## config.mk

```make
export PLATFORM = sky130hd
export DESIGN_NAME = procbus_regbridge
export DESIGN_NICKNAME = d
export VERILOG_FILES = /design/src/rtl/procbus_regbridge.sv
export SDC_FILE = /design/constraint.sdc
export NUM_CORES = 1
export LEC_CHECK = 0
export BUFFER_PORTS_ARGS = -buffer_cell sky130_fd_sc_hd__buf_2
export CORE_MARGIN = 2
export CORE_UTILIZATION = 45
export DETAILED_ROUTE_END_ITERATION = 8
export MAX_ROUTING_LAYER = met4
export PLACE_DENSITY_LB_ADDON = 0.05
export SYNTH_ARGS = -nofsm -noshare
export SYNTH_HDL_FRONTEND = slang
export SYNTH_SLANG_ARGS = --single-unit
```

## constraint.sdc

```tcl
create_clock -name clk -period 4.25 [get_ports clk]
set_input_delay 0.425 -clock clk [delete_from_list [all_inputs] [get_ports clk]]
set_output_delay 0.425 -clock clk [all_outputs]
set_load 0.05 [all_outputs]
```

## src/rtl/procbus_regbridge.sv

```systemverilog
module procbus_regbridge #(
  parameter int AW        = 5,
  parameter int DW        = 8,
  parameter int NREG      = 16,
  parameter int MARGIN    = 3,
  parameter int STALL_LIM = 2
) (
  input  logic          clk,
  input  logic          rst_n,
  input  logic          cs_n,
  input  logic          ds_n,
  input  logic          rnw,
  input  logic [AW-1:0] addr,
  input  logic [DW-1:0] dat_i,
  output logic [DW-1:0] dat_o,
  output logic          dat_oe,
  input  logic          tgt_tog
);
  localparam int IW  = $clog2(NREG);
  localparam int CW  = $clog2(MARGIN + 2);
  localparam int GW  = $clog2(STALL_LIM + 2);
  localparam logic [1:0] IDLE = 2'd0, ACC = 2'd1, DRV = 2'd2;

  logic            cs1, cs2, ds1, ds2, sel_q;
  logic [2:0]      tg;
  logic [GW-1:0]   age;
  logic [1:0]      st;
  logic [CW-1:0]   cnt;
  logic [AW-1:0]   a_q;
  logic            rw_q, stall_q;
  logic [DW-1:0]   rd_q;
  logic [NREG-1:0][DW-1:0] regs;

  wire sel_s  = !cs2 && !ds2;
  wire start  = (st == IDLE) && sel_s && !sel_q;
  wire alive  = age < GW'(STALL_LIM);
  wire fire   = (st == ACC) && sel_s && (cnt == '0);
  wire ok     = fire && alive && !stall_q;
  wire mapped = {{(32-AW){1'b0}}, a_q} < 32'(NREG);

  assign dat_o  = rd_q;
  assign dat_oe = rw_q && (st != IDLE);

  always_ff @(posedge clk or negedge rst_n)
    if (!rst_n) begin
      {cs1, cs2, ds1, ds2} <= 4'hF;
      sel_q <= 1'b0;
      tg    <= '0;
      age   <= '0;
    end else begin
      cs1   <= cs_n;  cs2 <= cs1;
      ds1   <= ds_n;  ds2 <= ds1;
      sel_q <= sel_s;
      tg    <= {tg[1:0], tgt_tog};
      if (tg[2] != tg[1])       age <= '0;
      else if (!age[GW-1])      age <= age + 1'b1;
    end

  always_ff @(posedge clk or negedge rst_n)
    if (!rst_n) begin
      st      <= IDLE;
      cnt     <= '0;
      a_q     <= '0;
      rw_q    <= 1'b0;
      stall_q <= 1'b0;
    end else begin
      case (st)
        IDLE: if (start) begin
          st      <= ACC;
          cnt     <= CW'(MARGIN);
          a_q     <= addr;
          rw_q    <= rnw;
          stall_q <= 1'b0;
        end
        ACC: begin
          stall_q <= stall_q || !alive;
          if (!sel_s)           st <= IDLE;
          else if (cnt == '0)   st <= DRV;
          else                  cnt <= cnt - 1'b1;
        end
        default: if (!sel_s) st <= IDLE;
      endcase
    end

  always_ff @(posedge clk or negedge rst_n)
    if (!rst_n) begin
      rd_q <= '0;
      regs <= '0;
    end else if (ok) begin
      if (rw_q)
        rd_q <= mapped ? regs[a_q[IW-1:0]] : '0;
      else if (mapped)
        regs[a_q[IW-1:0]] <= dat_i;
    end
endmodule


```

==> results.toml, run 1 <==
[layout]
finalNonFillerCells = 696
fin_util_pct = 51.5
syn2layout_area_growth_pct = 13.0
final_cell_mix = "dfrtp_1, mux2_2, mux4_2, buf_2, clkbuf_16"
drive_gt1_share_pct = 52.7
ff_latch_area_um2 = 3960
nets = 488
final_cell_area_um2 = 8120
n_antenna_cell = 0
layout.cells.most_common = "dfrtp_1"
nFillCells = 1383
multi_input_area_um2 = 3060

[power]
max-vdd-ir-drop_mv = 0.302
power_frac_seq_pct = 44.5
power_frac_clock_pct = 41.4
p_leak_nw = 3.54
p_switching_mw = 1.03
p_comb_share_pct = 14.1
swShare_pct = 27.1
p_int_mw = 2.77
totalPowerFinal_mw = 3.81
power.density_nw_per_um2 = 469

[sta]
finalHoldViolCount = 0
layout_setup_ws_ns = 1.69
post-route-period-util_pct = 60.3
drv_slew = 0
setup_viol = 0
worstMarginPinSlew_ns = 0.992
fmax_mhz = 390
layout_min_cycle_time_ns = 2.56
tns_ns = 0
max_slew_margin_pct = 33.7
timing.hold.ws_ns = 0.0866
rsz0062_at_grt = "no"
fin_skew_ns = 0.00652

[setup_path]
start_kind = "flip-flop"
end_kind = "flip-flop"
crit_path_start = "cnt[0]"
critPathRequiredTime_ns = 4.57
cp.arrival_ns = 2.89
r2r-start = "cnt[0]"
path_class = "reg2reg"
cp_max_fo = 16

[route]
vias = 3863
ant_nets = 0
vias_per_cell = 5.55
drt_iter0_markers = 243
route.detailed.drc = 0
drtPass1Iterations = 4
routed_wl_um = 15200
wl_per_cell_um = 21.8

[synthesis]
synth-edff-count = 0
synth_top_area_share_pct = 53.6
ys_seq_elements = 158
yosysSeqAreaShare_pct = 55.1
synth.distinct_cells = 42
syn_avg_cell_area_um2 = 16.2
yosysWarnings = 0
synth.area.top_cells = "dfrtp_1, mux2_2, mux4_2"
ys.flop_type = "dfrtp_1"
synth_area_um2 = 7180
yosys.area.top_type = "dfrtp_1"
synthArstFlopShare_pct = 100
syn_inst = 443
syn_nets = 464

[cts]
cts-root-buf = "clkbuf_16"
postCtsHoldBufs = 1
cts_num_sinks = 158
cts.clk_slew.worst_paths_ns = 0.06
cts_resized = 0
clk_path_buf_depth = 2
clk_latency_ns = 0.43
cts_tree = "yes"
cts_buffers = 17
post-cts-setup-buffers = 0
cts_max_level = 4

[floorplanning]
die_w_um = 130
core-area_um2 = 15800
num_rows = 46
start_util_pct = 45.6
ios = 28
fp.dieArea_um2 = 17000
die-height_um = 130

[outcome]
outcome = "finished, final reports clean"

[place]
dp_slack_ns = 1.63
place.gp.congestion = 0.728
portBuffers = 27
dp_hpwl_um = 9590
placed_area_um2 = 7490
dpl.cell_count = 663

[global_route]
grt.overflow.total = 0
grt_max_degree = 130
antenna_found_initial = 0
grt_usage_pct = 20.5
grt_pass1_vias = 4143
grt_first_pass_wirelength_um = 24300

[worst_hold_path]
hp-class = "in2reg"
min-delay-start = "cs_n"

[job]
max-cap-violations = 0
## state kept, by name, summed over array words and instances, names as in the netlist
name	cells
ds2	1
regs	128
sel_q	1
cnt	3
tg	3
stall_q	1
ds1	1
dat_o	8
age	2
st	2
a_q	5
cs2	1
rw_q	1
cs1	1
## cell usage after synthesis (3+ instances only)
cell      instances
nor2_1            7
buf_6             3
buf_2             6
a221oi_1          8
nand2_4           3
dfstp_2           4
o31ai_1           8
dfrtp_1         154
a22o_1            9
buf_4             5
mux4_2           32
nor2b_1           4
mux2_2          124
nand3_4           9
xor2_1            3
nand2_1           9
mux2_4            9
clkbuf_1         13
## layout make-up
type                       count  share of cell area [%]
clock buffer                  17                    5.24
multi-input combinational    255                    37.8
inverter                       2                  0.0925
clock inverter                15                    2.31
tap                          216                    3.33
sequential                   158                    48.8
timing repair buffer          33                    2.48
## logic make-up after synthesis
family / after synthesis / synth area share (%)
muxes: 167 / 31.7
buffers and inverters: 30 / 2.25
DFF: 158 / 55.1
adders and majority gates: 2 / 0.348
and+or+nand+nor: 53 / 6.88
xor gates and xnor gates: 3 / 0.366
AOI/OAI and AO/OA: 30 / 3.40
## per-layer routing
layer  vias up  share of wire (%)  track usage [%]
li1       1723                  -                -
met1      2072                 47             26.9
met2        48                 48             31.7
met3        20                3.1             5.45
met4         0                1.2             5.88
met5         -                  0                -
## worst paths after layout
check	to	slack [ns]	depth (start not counted)
max in group asynchronous	regs[127]	2.83	3
min reg2reg	tg[1]	0.36	0
max reg2reg	dat_o[7]	1.69	5
min in group asynchronous	cnt[2]	0.43	2
min	cs1	0.09	1
max	dat_o[7]	1.69	5
## critical path: stages, from the launching register on
cell     delay, ns
dfrtp_1       0.40
inv_1         0.09
ha_1          0.17
nor2b_1       0.47
nand4_1       0.82
o31ai_1       0.50
## power by group through the flow
stage | registers, mW | clock network (mW) | logic [mW]
after CTS | 1.70 | 1.62 | 0.544
after global placement | 1.72 | 0 | 0.532
final | 1.69 | 1.58 | 0.536
after global routing | 1.71 | 1.68 | 0.580
after detailed placement | 1.72 | 0 | 0.541
after floorplan | 1.65 | 0 | 0.453
(Power assumes the default switching activity.)
==> run 2, diff against run 1 <==
Clock period 4.25 ns to 2.1 ns, I/O delays scaled along.
==> run 2 against run 1 <==
Effect of this change: utilization rose by 2.7 points; sequential share of layout area fell by 2.5 points; flip-flop and latch count did not move; worst hold slack got worse by 0.067 ns; clock-buffer cell count rose by 4; first-iteration DRC count rose by 4.1%; sequential power rose by 96%; worst setup slack got worse by 1.6 ns; clock power rose by 110%; wire length rose by 3.8%; total power rose by 110%; largest power group unchanged; highest routed layer unchanged.
==> results.toml, run 2 (synthesis results as in run 1) <==
[job]
max-cap-violations = 0

[sta]
drv_slew = 0
fmax_mhz = 508
finalHoldViolCount = 0
tns_ns = 0
rsz0062_at_grt = "no"
worstMarginPinSlew_ns = 0.544
fin_skew_ns = 0.00601
post-route-period-util_pct = 93.8
layout_min_cycle_time_ns = 1.97
setup_viol = 0
max_slew_margin_pct = 63.7

[layout]
top_register = "regs"
syn2layout_area_growth_pct = 18.9
n_antenna_cell = 0
layout.cells.most_common = "dfrtp_1"
nFillCells = 1333
nets = 526
drive_gt1_share_pct = 55.0
largest_register_ff_count = 128
final_cell_mix = "dfrtp_1, mux2_2, mux4_2, buf_4, buf_2"

[global_route]
use_met1_pct = 30.0
grt_usage_pct = 21.3
antenna_found_initial = 0
grt_pass1_vias = 4328
grt_max_degree = 55
grt_first_pass_wirelength_um = 25500
globalRouteMet2Util_pct = 32.1
grt_use_met3_pct = 4.06
top_usage_layer = "met2"
grt.overflow.total = 0

[power]
p_leak_nw = 3.77
power_frac_clock_pct = 40.7
totalPowerFinal_mw = 7.98
p_int_mw = 5.94
p_comb_share_pct = 17.6
p_switching_mw = 2.04
power.density_nw_per_um2 = 934
power_frac_seq_pct = 41.7
max-vdd-ir-drop_mv = 0.696
swShare_pct = 25.6

[cts]
cts_num_sinks = 158
cts-root-buf = "clkbuf_16"
cts_tree = "yes"
clk_path_buf_depth = 2
cts.clk_slew.worst_paths_ns = 0.06
clk_latency_ns = 0.42
cts_buffers = 17
cts_max_level = 4

[setup_path]
crit_path_start = "a_q[3]"
r2r-end = "regs[94]"
critPathRequiredTime_ns = 2.40
reg2regPathDepth = 6
r2r-start = "a_q[3]"
cp_max_fo = 8
rrSetupSlack_ns = 0.13
start_kind = "flip-flop"
cp.arrival_ns = 2.27
path_class = "reg2reg"
end_kind = "flip-flop"

[floorplanning]
start_util_pct = 45.6
die-height_um = 130
die_w_um = 130
num_rows = 46
ios = 28
fp.dieArea_um2 = 17000
core-area_um2 = 15800

[outcome]
outcome = "finished, final reports clean"

[route]
route.detailed.drc = 0
routed_wl_um = 15800
ant_nets = 0
drt_iter0_markers = 253
vias_per_cell = 5.51
drtPass1Iterations = 4
wl_per_cell_um = 21.5
vias = 4048

[worst_hold_path]
whs_path_depth = 2
min_to = "a_q[0]"
min-delay-start = "addr[0]"
hp-class = "in2reg"

[place]
dp_hpwl_um = 10500
place.gp.congestion = 0.784
portBuffers = 27
-- run 2: cell types whose count changed in the layout (fill, tap and decap cells not counted), moves of 2 or more --
cell           delta
clkinv_2          +2
clkbuf_8          +2
dlygate4sd3_1     +5
inv_6             -3
buf_4            +24
clkinv_4          -3
buf_12            +9
clkbuf_1          +2
-- run 2: per-stage QoR --
stage	hold slack, ns	instance area, um^2	utilization (%)	cells	worst slack (ns)
6_report	0.0201	8550	54.2	734	0.131
5_1_grt	0.0202	8550	54.2	734	0.00632
4_1_cts	0.00188	8540	54.1	734	0.0614
3_5_place_dp	0.210	7850	49.8	696	0.0700
3_3_place_gp	0.199	7850	49.8	696	0.124
2_1_floorplan	-0.0856	7180	-	443	0.161
-- run 2: layer usage --
layer | up-vias | wire length [um]
met2 | 48 | 7460
li1 | 1800 | -
met5 | - | 0
met4 | 0 | 203
met3 | 16 | 397
met1 | 2184 | 7720
-- run 2: worst max-delay path, cell delays in order, from the launching register on --
cell and delay, ns:
dfrtp_1 0.52, nor3b_1 0.26, buf_4 0.16, nand4_4 0.15, and2b_1 0.28, buf_12 0.14
mux2_2 0.33
-- run 2: how the worst max path moves through the flow --
stage          cells past startpoint  endpoint  slack, ns
2_1_floorplan                      6  regs[72]       0.16
3_3_place_gp                       8  regs[93]       0.12
3_5_place_dp                       8  regs[90]       0.07
4_1_cts                            8  regs[92]       0.06
5_1_grt                            6  regs[75]      0.006
6_report                           6  regs[94]       0.13
-- run 2: final cells by class --
type | instances | area, um^2 | share of cell area [%]
clock buffer | 21 | 460 | 5.39
clock inverter | 11 | 164 | 1.92
inverter | 2 | 7.51 | 0.0878
multi-input combinational | 255 | 3070 | 35.9
sequential | 158 | 3960 | 46.3
tap | 216 | 270 | 3.16
timing repair buffer | 71 | 612 | 7.16
-- run 2: power groups by stage --
stage	clock network, mW	registers [mW]	logic [mW]
after floorplan	0	3.33	0.918
after global placement	0	3.37	1.40
after detailed placement	0	3.38	1.42
after CTS	3.33	3.32	1.43
after global routing	3.45	3.34	1.51
final	3.25	3.32	1.41
-- run 2: repair_timing --
item,4_1_cts,5_1_grt
hold endpoints to repair,55,0
hold buffers,6,0
buffers inserted,0,0
gates resized for setup,0,2
endpoints found under the setup margin,0,32
